--- src/rtl/modeport_pkg.sv ---
// Package: shared constants, mode encoding and helpers for the six-pin input port.
// Assumes a register bus with a word-granular address; offsets are in address units.
package modeport_pkg;

    localparam int NUM_PINS_DEF = 6;
    localparam int DATA_W_DEF   = 16;
    localparam int ADDR_W_DEF   = 4;
    localparam int SYNC_DEF     = 2;
    localparam int CTRL_OFF     = 0;
    localparam int DATA_OFF     = 2;

    typedef enum logic [1:0] {
        MODE_ALT     = 2'b00,
        MODE_RSVD    = 2'b01,
        MODE_IN_PU   = 2'b10,
        MODE_IN_NOPU = 2'b11
    } pin_mode_e;

    // True when the mode passes the pin level through to the data register.
    function automatic logic mode_is_input(input logic [1:0] m);
        return (m == MODE_IN_PU) || (m == MODE_IN_NOPU);
    endfunction

    // True when the mode asks for the pull-up device.
    function automatic logic mode_wants_pullup(input logic [1:0] m);
        return m == MODE_IN_PU;
    endfunction

endpackage

--- src/rtl/modeport_sync.sv ---
// Module: multi-stage synchronizer for a vector of asynchronous pin levels.
// Assumes each bit is independent; no multi-bit coherence is promised.
// The stages are cleared only by power-on reset.
module modeport_sync #(
    parameter int W      = 6,
    parameter int STAGES = 2
) (
    input  logic         clk,
    input  logic         por_n,
    input  logic [W-1:0] d_async,
    output logic [W-1:0] q_sync
);

    logic [W-1:0] stg [STAGES];

    // First stage captures the raw pin levels.
    always_ff @(posedge clk) begin
        if (!por_n) stg[0] <= '0;
        else        stg[0] <= d_async;
    end

    generate
        for (genvar s = 1; s < STAGES; s++) begin : g_stage
            // Each later stage copies the one before it.
            always_ff @(posedge clk) begin
                if (!por_n) stg[s] <= '0;
                else        stg[s] <= stg[s-1];
            end
        end
    endgenerate

    assign q_sync = stg[STAGES-1];

endmodule

--- src/rtl/modeport_ctrl.sv ---
// Module: per-pin mode register with its write decode.
// Assumes wr_en is a single-cycle strobe with addr valid alongside it.
// Only power-on reset reloads the modes; the manual reset is not seen here.
module modeport_ctrl
    import modeport_pkg::*;
#(
    parameter int NUM_PINS = NUM_PINS_DEF,
    parameter int DATA_W   = DATA_W_DEF,
    parameter int ADDR_W   = ADDR_W_DEF
) (
    input  logic                  clk,
    input  logic                  por_n,
    input  logic                  wr_en,
    input  logic [ADDR_W-1:0]     addr,
    input  logic [DATA_W-1:0]     wdata,
    output logic [2*NUM_PINS-1:0] mode_vec
);

    localparam int CTRL_W = 2 * NUM_PINS;

    logic ctrl_hit;
    logic [CTRL_W-1:0] reset_val;

    // Address match for the control register.
    assign ctrl_hit = wr_en && (addr == ADDR_W'(CTRL_OFF));

    // Every pin's reset mode is input with pull-up on.
    always_comb begin
        for (int p = 0; p < NUM_PINS; p++) begin
            reset_val[2*p +: 2] = MODE_IN_PU;
        end
    end

    // Hold or load the mode fields.
    always_ff @(posedge clk) begin
        if (!por_n)        mode_vec <= reset_val;
        else if (ctrl_hit) mode_vec <= wdata[CTRL_W-1:0];
    end

endmodule

--- src/rtl/modeport_pin.sv ---
// Module: decode of one pin's mode into its pull-up enable and gated read bit.
// Assumes level is already synchronized to the bus clock.
module modeport_pin
    import modeport_pkg::*;
(
    input  logic [1:0] mode,
    input  logic       level,
    output logic       pull_up,
    output logic       rd_bit
);

    // Pull-up follows the input-with-pull-up mode only.
    assign pull_up = mode_wants_pullup(mode);

    // Alternate and reserved modes read as zero.
    assign rd_bit = mode_is_input(mode) & level;

endmodule

--- src/rtl/modeport_rdmux.sv ---
// Module: registered read multiplexer for the control and data registers.
// Assumes rd_en is valid on the same cycle as addr. Either reset clears the
// output register; unmapped addresses return zero.
module modeport_rdmux
    import modeport_pkg::*;
#(
    parameter int NUM_PINS = NUM_PINS_DEF,
    parameter int DATA_W   = DATA_W_DEF,
    parameter int ADDR_W   = ADDR_W_DEF
) (
    input  logic                  clk,
    input  logic                  por_n,
    input  logic                  mrst_n,
    input  logic                  rd_en,
    input  logic [ADDR_W-1:0]     addr,
    input  logic [2*NUM_PINS-1:0] mode_vec,
    input  logic [NUM_PINS-1:0]   data_bits,
    output logic [DATA_W-1:0]     rdata
);

    localparam int CTRL_W = 2 * NUM_PINS;

    logic [DATA_W-1:0] rd_next;

    // Select the word for the addressed register, zero-extended.
    always_comb begin
        rd_next = '0;
        if (addr == ADDR_W'(CTRL_OFF))      rd_next[CTRL_W-1:0]   = mode_vec;
        else if (addr == ADDR_W'(DATA_OFF)) rd_next[NUM_PINS-1:0] = data_bits;
    end

    // Capture on a read strobe, clear on either reset, else hold.
    always_ff @(posedge clk) begin
        if (!por_n || !mrst_n) rdata <= '0;
        else if (rd_en)        rdata <= rd_next;
    end

endmodule

--- src/rtl/modeport_top.sv ---
// Module: six-pin input-only port with per-pin mode control.
// Assumes pin_in is asynchronous and both resets are synchronous, active low.
// The data register is read-only; writes to it are dropped by the decode.
module modeport_top
    import modeport_pkg::*;
#(
    parameter int NUM_PINS    = NUM_PINS_DEF,
    parameter int DATA_W      = DATA_W_DEF,
    parameter int ADDR_W      = ADDR_W_DEF,
    parameter int SYNC_STAGES = SYNC_DEF
) (
    input  logic                clk,
    input  logic                por_n,
    input  logic                mrst_n,
    input  logic [ADDR_W-1:0]   addr,
    input  logic                rd_en,
    input  logic                wr_en,
    input  logic [DATA_W-1:0]   wdata,
    output logic [DATA_W-1:0]   rdata,
    input  logic [NUM_PINS-1:0] pin_in,
    output logic [NUM_PINS-1:0] pullup_en
);

    localparam int CTRL_W = 2 * NUM_PINS;

    logic [CTRL_W-1:0]   mode_vec;
    logic [NUM_PINS-1:0] pin_sync;
    logic [NUM_PINS-1:0] data_bits;

    modeport_sync #(.W(NUM_PINS), .STAGES(SYNC_STAGES)) u_sync (
        .clk     (clk),
        .por_n   (por_n),
        .d_async (pin_in),
        .q_sync  (pin_sync)
    );

    modeport_ctrl #(.NUM_PINS(NUM_PINS), .DATA_W(DATA_W), .ADDR_W(ADDR_W)) u_ctrl (
        .clk      (clk),
        .por_n    (por_n),
        .wr_en    (wr_en),
        .addr     (addr),
        .wdata    (wdata),
        .mode_vec (mode_vec)
    );

    generate
        for (genvar p = 0; p < NUM_PINS; p++) begin : g_pin
            modeport_pin u_pin (
                .mode    (mode_vec[2*p +: 2]),
                .level   (pin_sync[p]),
                .pull_up (pullup_en[p]),
                .rd_bit  (data_bits[p])
            );
        end
    endgenerate

    modeport_rdmux #(.NUM_PINS(NUM_PINS), .DATA_W(DATA_W), .ADDR_W(ADDR_W)) u_rdmux (
        .clk       (clk),
        .por_n     (por_n),
        .mrst_n    (mrst_n),
        .rd_en     (rd_en),
        .addr      (addr),
        .mode_vec  (mode_vec),
        .data_bits (data_bits),
        .rdata     (rdata)
    );

endmodule

--- config.mk ---
export PLATFORM = sky130hd
export DESIGN_NAME = modeport_top
export DESIGN_NICKNAME = d
export VERILOG_FILES = /design/src/rtl/modeport_pkg.sv /design/src/rtl/modeport_sync.sv /design/src/rtl/modeport_ctrl.sv /design/src/rtl/modeport_pin.sv /design/src/rtl/modeport_rdmux.sv /design/src/rtl/modeport_top.sv
export SDC_FILE = /design/constraint.sdc
export NUM_CORES = 1
export LEC_CHECK = 0
export BUFFER_PORTS_ARGS = -buffer_cell sky130_fd_sc_hd__buf_2
export CORE_AREA = 2 2 62 64
export CTS_BUF_LIST = sky130_fd_sc_hd__clkbuf_2 sky130_fd_sc_hd__clkbuf_4 sky130_fd_sc_hd__clkbuf_8
export CTS_CLUSTER_SIZE = 20
export DETAILED_ROUTE_END_ITERATION = 8
export DIE_AREA = 0 0 64 66
export PLACE_DENSITY = 0.71
export SYNTH_ARGS = -nofsm -noshare
export SYNTH_HDL_FRONTEND = slang
export SYNTH_HIERARCHICAL = 1
export SYNTH_SLANG_ARGS = --single-unit
--- constraint.sdc ---
create_clock -name clk -period 1.4 [get_ports clk]
set_input_delay 0.28 -clock clk [delete_from_list [all_inputs] [get_ports clk]]
set_output_delay 0.28 -clock clk [all_outputs]
set_load 0.05 [all_outputs]
# --- After elaboration in Yosys (flattened, before gate mapping) ---
# Memory sizes are Yosys's and may differ from the RTL's.
# Index checks and enable logic that the tools add are counted.
classes:
  eq_ne: 13
  mux: 7
  bitwise: 8
  reduce_logical: 11
op_table:
  columns: ["cell", "n"]
  rows:
  - ["two-way mux 6 bit", 5]
  - ["== test 2 bit (second input constant)", 12]
  - ["logical OR 1 bit", 7]
  - ["bitwise AND 1 bit", 6]
  - ["== test 4 x 2 -> 1 bit (second input constant)", 1]
  - ["logical NOT 4 bit", 1]
  - ["logical NOT 1 bit", 2]
  - ["two-way mux 1 bit", 2]
  - ["OR 1 bit", 2]
  - ["logical AND 1 bit", 1]
word_totals:
  ff_bits: 24
  mem_bits_rw: 12
  output_inout_bits: 22
  wordCells: 42
  memories: 1
mem_list:
  columns: ["name", "words", "word_bits", "read_ports", "rd_ports_with_merged_regs", "wr", "line_no", "rtl"]
  rows:
  - ["u_sync.stg", 2, 6, 2, 0, 2, "modeport_sync.sv:14", "logic [W-1:0] stg [STAGES];"]

# --- Depth between registers and ports, before layout ---
depth:
  depth_word: 5
  depth_mapped: 4

# --- Cells and area by module ---
# The synthesis kept the hierarchy.
by_module_without_submodules:
  columns: ["module", "n_inst", "cells_each", "area_each_um2", "seq_area_each_um2"]
  rows:
  - ["modeport_rdmux", 1, 52, 566.8, 240.2]
  - ["modeport_ctrl", 1, 53, 526.8, 240.2]
  - ["modeport_sync", 1, 25, 336.6, 240.2]
  - ["modeport_pin", 6, 2, 20.0, 0.0]

# --- Worst setup path before layout ---
# No wires, ideal clock.
synth_path:
  kind: "input -> register"
  startpoint: "input port addr[0]"
  endpoint: "register u_ctrl.mode_vec[0]"
  arrival_ns: 1.032
  setup_slack_ns: 0.296
  cell_stages: 4
  n_path_buf: 1
  path_cell_list: "nand2b_1 nor4_4 buf_6 mux2i_1"
synth_via:
  elab_chain_cells: 2
synth_rtl:
  columns: ["item", "line_no", "rtl"]
  rows:
  - ["start: declaration", "modeport_top.sv:15", "input logic [ADDR_W-1:0] addr,"]
  - ["logical NOT 4 bit", "modeport_ctrl.sv:25", "assign ctrl_hit = wr_en && (addr == ADDR_W'(CTRL_OFF));"]
  - ["logical AND 1 bit", "modeport_ctrl.sv:25", null]
  - ["end signal: assignment", "modeport_ctrl.sv:36", "if (!por_n) mode_vec <= reset_val;"]
  - ["end signal: assignment", "modeport_ctrl.sv:37", "else if (ctrl_hit) mode_vec <= wdata[CTRL_W-1:0];"]
  - ["end: declaration", "modeport_ctrl.sv:16", "output logic [2*NUM_PINS-1:0] mode_vec"]
# No other way between the ends.
# A chain may end at the register's enable or synchronous reset.

# --- Worst setup path in the final report ---
layout_path:
  startpoint: "register u_ctrl.mode_vec[1]"
  endpoint: "output port pullup_en[0]"
layout_via:
  elab_chain_cells: 1
layout_rtl:
  columns: ["item", "line_no", "rtl"]
  rows:
  - ["== test 2 bit", "modeport_pkg.sv:26", "return m == MODE_IN_PU;"]
  - ["end: declaration", "modeport_top.sv:21", "output logic [NUM_PINS-1:0] pullup_en"]
# No other way between the ends.

==> flow_metrics.tcl <==
set metrics [dict create \
    worst_setup_path_end_kind "output pin" \
    grt_overflow_total 0 \
    vias 1087 \
    final.setup.tns_ps 0 \
    core_sq_um 3551 \
    numCtsBuffers 5 \
    muxShareOfSynthArea_pct 11.62 \
    wl_um 2898 \
    avgSynthCellArea_sq_um 10.92 \
    wire_per_inst_um 12.02 \
    dpl_cell_area_sq_um 1828 \
    cts.htree.levels 2 \
    cts_hold_buf 0 \
    ir_drop_mv 0.5977 \
    period_share_pct 95.12 \
    fin_skew_ps 8.120 \
    seq_area_frac_synth_pct 46.49 \
    grt_pass1_wl_um 4629 \
    cap_violations 0 \
    crit_required_ps 1120 \
    finalHoldViolations 0 \
    synthCells 142 \
    post-dp-hpwl_um 2196 \
    antenna_found_initial 0 \
    drive_gt1_share_pct 44.04 \
    synth_top_family_by_area "simple AND/OR/NAND/NOR gates" \
    die_area_sq_um 4224 \
    drt_drc_violations_left 0 \
    clockPowerShare_pct 36.4 \
    synth_edf_count 0 \
    die_x_um 64 \
    min_path_type "in2reg" \
    vias_per_cell 4.510 \
    final_common_cell "buf_2" \
    powerDensity_nw_per_um2 1025 \
    grt_usage_pct 14.74 \
    synth_compound_area_share_pct 5.327 \
    synth_xor_area_share_pct 0 \
    clkSinkCount 36 \
    maxSlewViolCount 0 \
    startpoint_type "register" \
    synth_warnings 6 \
    grt_max_degree 22 \
    clock.fmax_mhz 751.0 \
    post_cts_buffers 0 \
    grt_pass1_vias 967 \
    finalInstanceArea_sq_um 1929 \
    root_buffer "clkbuf_4" \
    pwr-share-seq_pct 53.3 \
    p_sw_mw 0.4489 \
    path_clk_slew_ps 100 \
    final_cell_mix "buf_2, dfxtp_1, mux2i_1, nand2_1, nor2b_1" \
    period_minus_slack_ps 1332 \
    diodes 0 \
    p_int_mw 1.529 \
    cts_tree "yes" \
    rows 22 \
    criticalPathCategory "reg2out" \
    total_power_mw 1.978 \
    rsz0062_at_grt "false" \
    combPwrFrac_pct 10.3 \
    p_sw_share_pct 22.69 \
    synth_cell_types 21 \
    syn2layout_area_growth_pct 24.46 \
    synth-simple-area-share_pct 32.20 \
    port_buffers 44 \
    final_util_pct 54.33 \
    insertion_delay_ps 330 \
    gp_congestion 0.7760 \
    synthAdderAreaFrac_pct 0 \
    crit_arrival_ps 1050 \
    nets 223 \
    ios 53 \
    synth_top_flop_cell "dfxtp_1" \
    drt_pass1_iterations 4 \
    ctsLongestPathBuffers 2 \
    async_reset_ff_share_pct 0 \
    outcome "finished, final reports clean" \
    drt_iter0_drc 41 \
    die_h_um 66 \
    synth.cell_area_sq_um 1550 \
    p_leak_nw 0.8410 \
    setup_viol 0 \
    antenna_left 0 \
    worstPathMaxFanout 4 \
    initial_core_util_pct 43.66 \
    synth-seq-cells 36 \
]
## final timing paths
kind,start,endpoint,slack [ps],depth (start not counted)
worst min register to register,u_sync/stg[0][0],u_sync/stg[1][0],440,1
worst max register to register,u_ctrl/mode_vec[9],u_rdmux/rdata[4],540,3
worst max-delay path,u_ctrl/mode_vec[1],pullup_en[0],70,2
worst min-delay path,pin_in[4],u_sync/stg[0][4],140,2
## synth_stat cells (all sizes together), types with 2 or more instances
library cell | count | area share (%)
nand2b | 7 | 3.8
o2bb2ai | 6 | 3.4
clkbuf | 2 | 0.48
and2 | 18 | 7.9
nor2b | 18 | 10
mux2i | 18 | 12
nand3b | 6 | 2.9
nand2 | 13 | 3.1
a21oi | 6 | 1.9
buf | 7 | 3.6
dfxtp | 36 | 46
## critical path: stages (launching register included)
cell,delay (ps)
dfxtp_1,380
nor2b_4,150
buf_4,190
## what timing repair did
action,in CTS,in global routing
endpoints found under the hold margin,0,0
setup endpoints to repair,6,4
gates resized for setup,7,4
## power by group through the flow
stage | clock (mW) | combinational [mW] | sequential [mW]
after global placement | 0 | 0.198 | 1.08
after global routing | 0.793 | 0.220 | 1.06
after floorplan | 0 | 0.133 | 1.08
after CTS | 0.745 | 0.206 | 1.05
final | 0.721 | 0.203 | 1.05
after detailed placement | 0 | 0.203 | 1.08
## cell type report
class | count | area (sq um)
fillers | 325 | 1622
multi-input cells | 100 | 777.0
flip-flops and latches | 36 | 726.9
repair buffers | 49 | 285.3
well taps | 48 | 60.06
clock buffers | 6 | 45.04
clock inverters | 2 | 35.03
## registers in the layout, summed over array words and instances, names as in the netlist
signal / flops
u_rdmux/rdata: 12
u_ctrl/mode_vec: 12
u_sync/stg: 12
## metal layers
layer  up-vias  part of all wire [%]  GRT usage, %
li1        565                     -             -
met2        38                    49         22.92
met3         5                   6.8         6.133
met1       479                    43         18.10
met5         -                     0             0
met4         0                   1.3         5.707
## stage by stage
| step | setup slack (ps) | hold WS (ps) | std cells |
|---|---|---|---|
| final | 68.39 | 141.1 | 241 |
| after detailed placement | 116.4 | 416.9 | 233 |
| after floorplan | 295.9 | 407.3 | 145 |
| after global routing | 1.147 | 121.3 | 241 |
| after global placement | 166.0 | 415.8 | 233 |
| after CTS | 11.49 | 127.9 | 241 |
## cell families (layout without fill, tap and decap cells)
| kind of cell | count (synthesis) | after routing |
|---|---|---|
| DFF | 36 | 36 |
| other | 1 | 4 |
| AOI/OAI and AO/OA | 12 | 12 |
| muxes | 18 | 18 |
| and+or+nand+nor | 66 | 66 |
| buffers and inverters | 9 | 57 |
(Power assumes the default switching activity.)
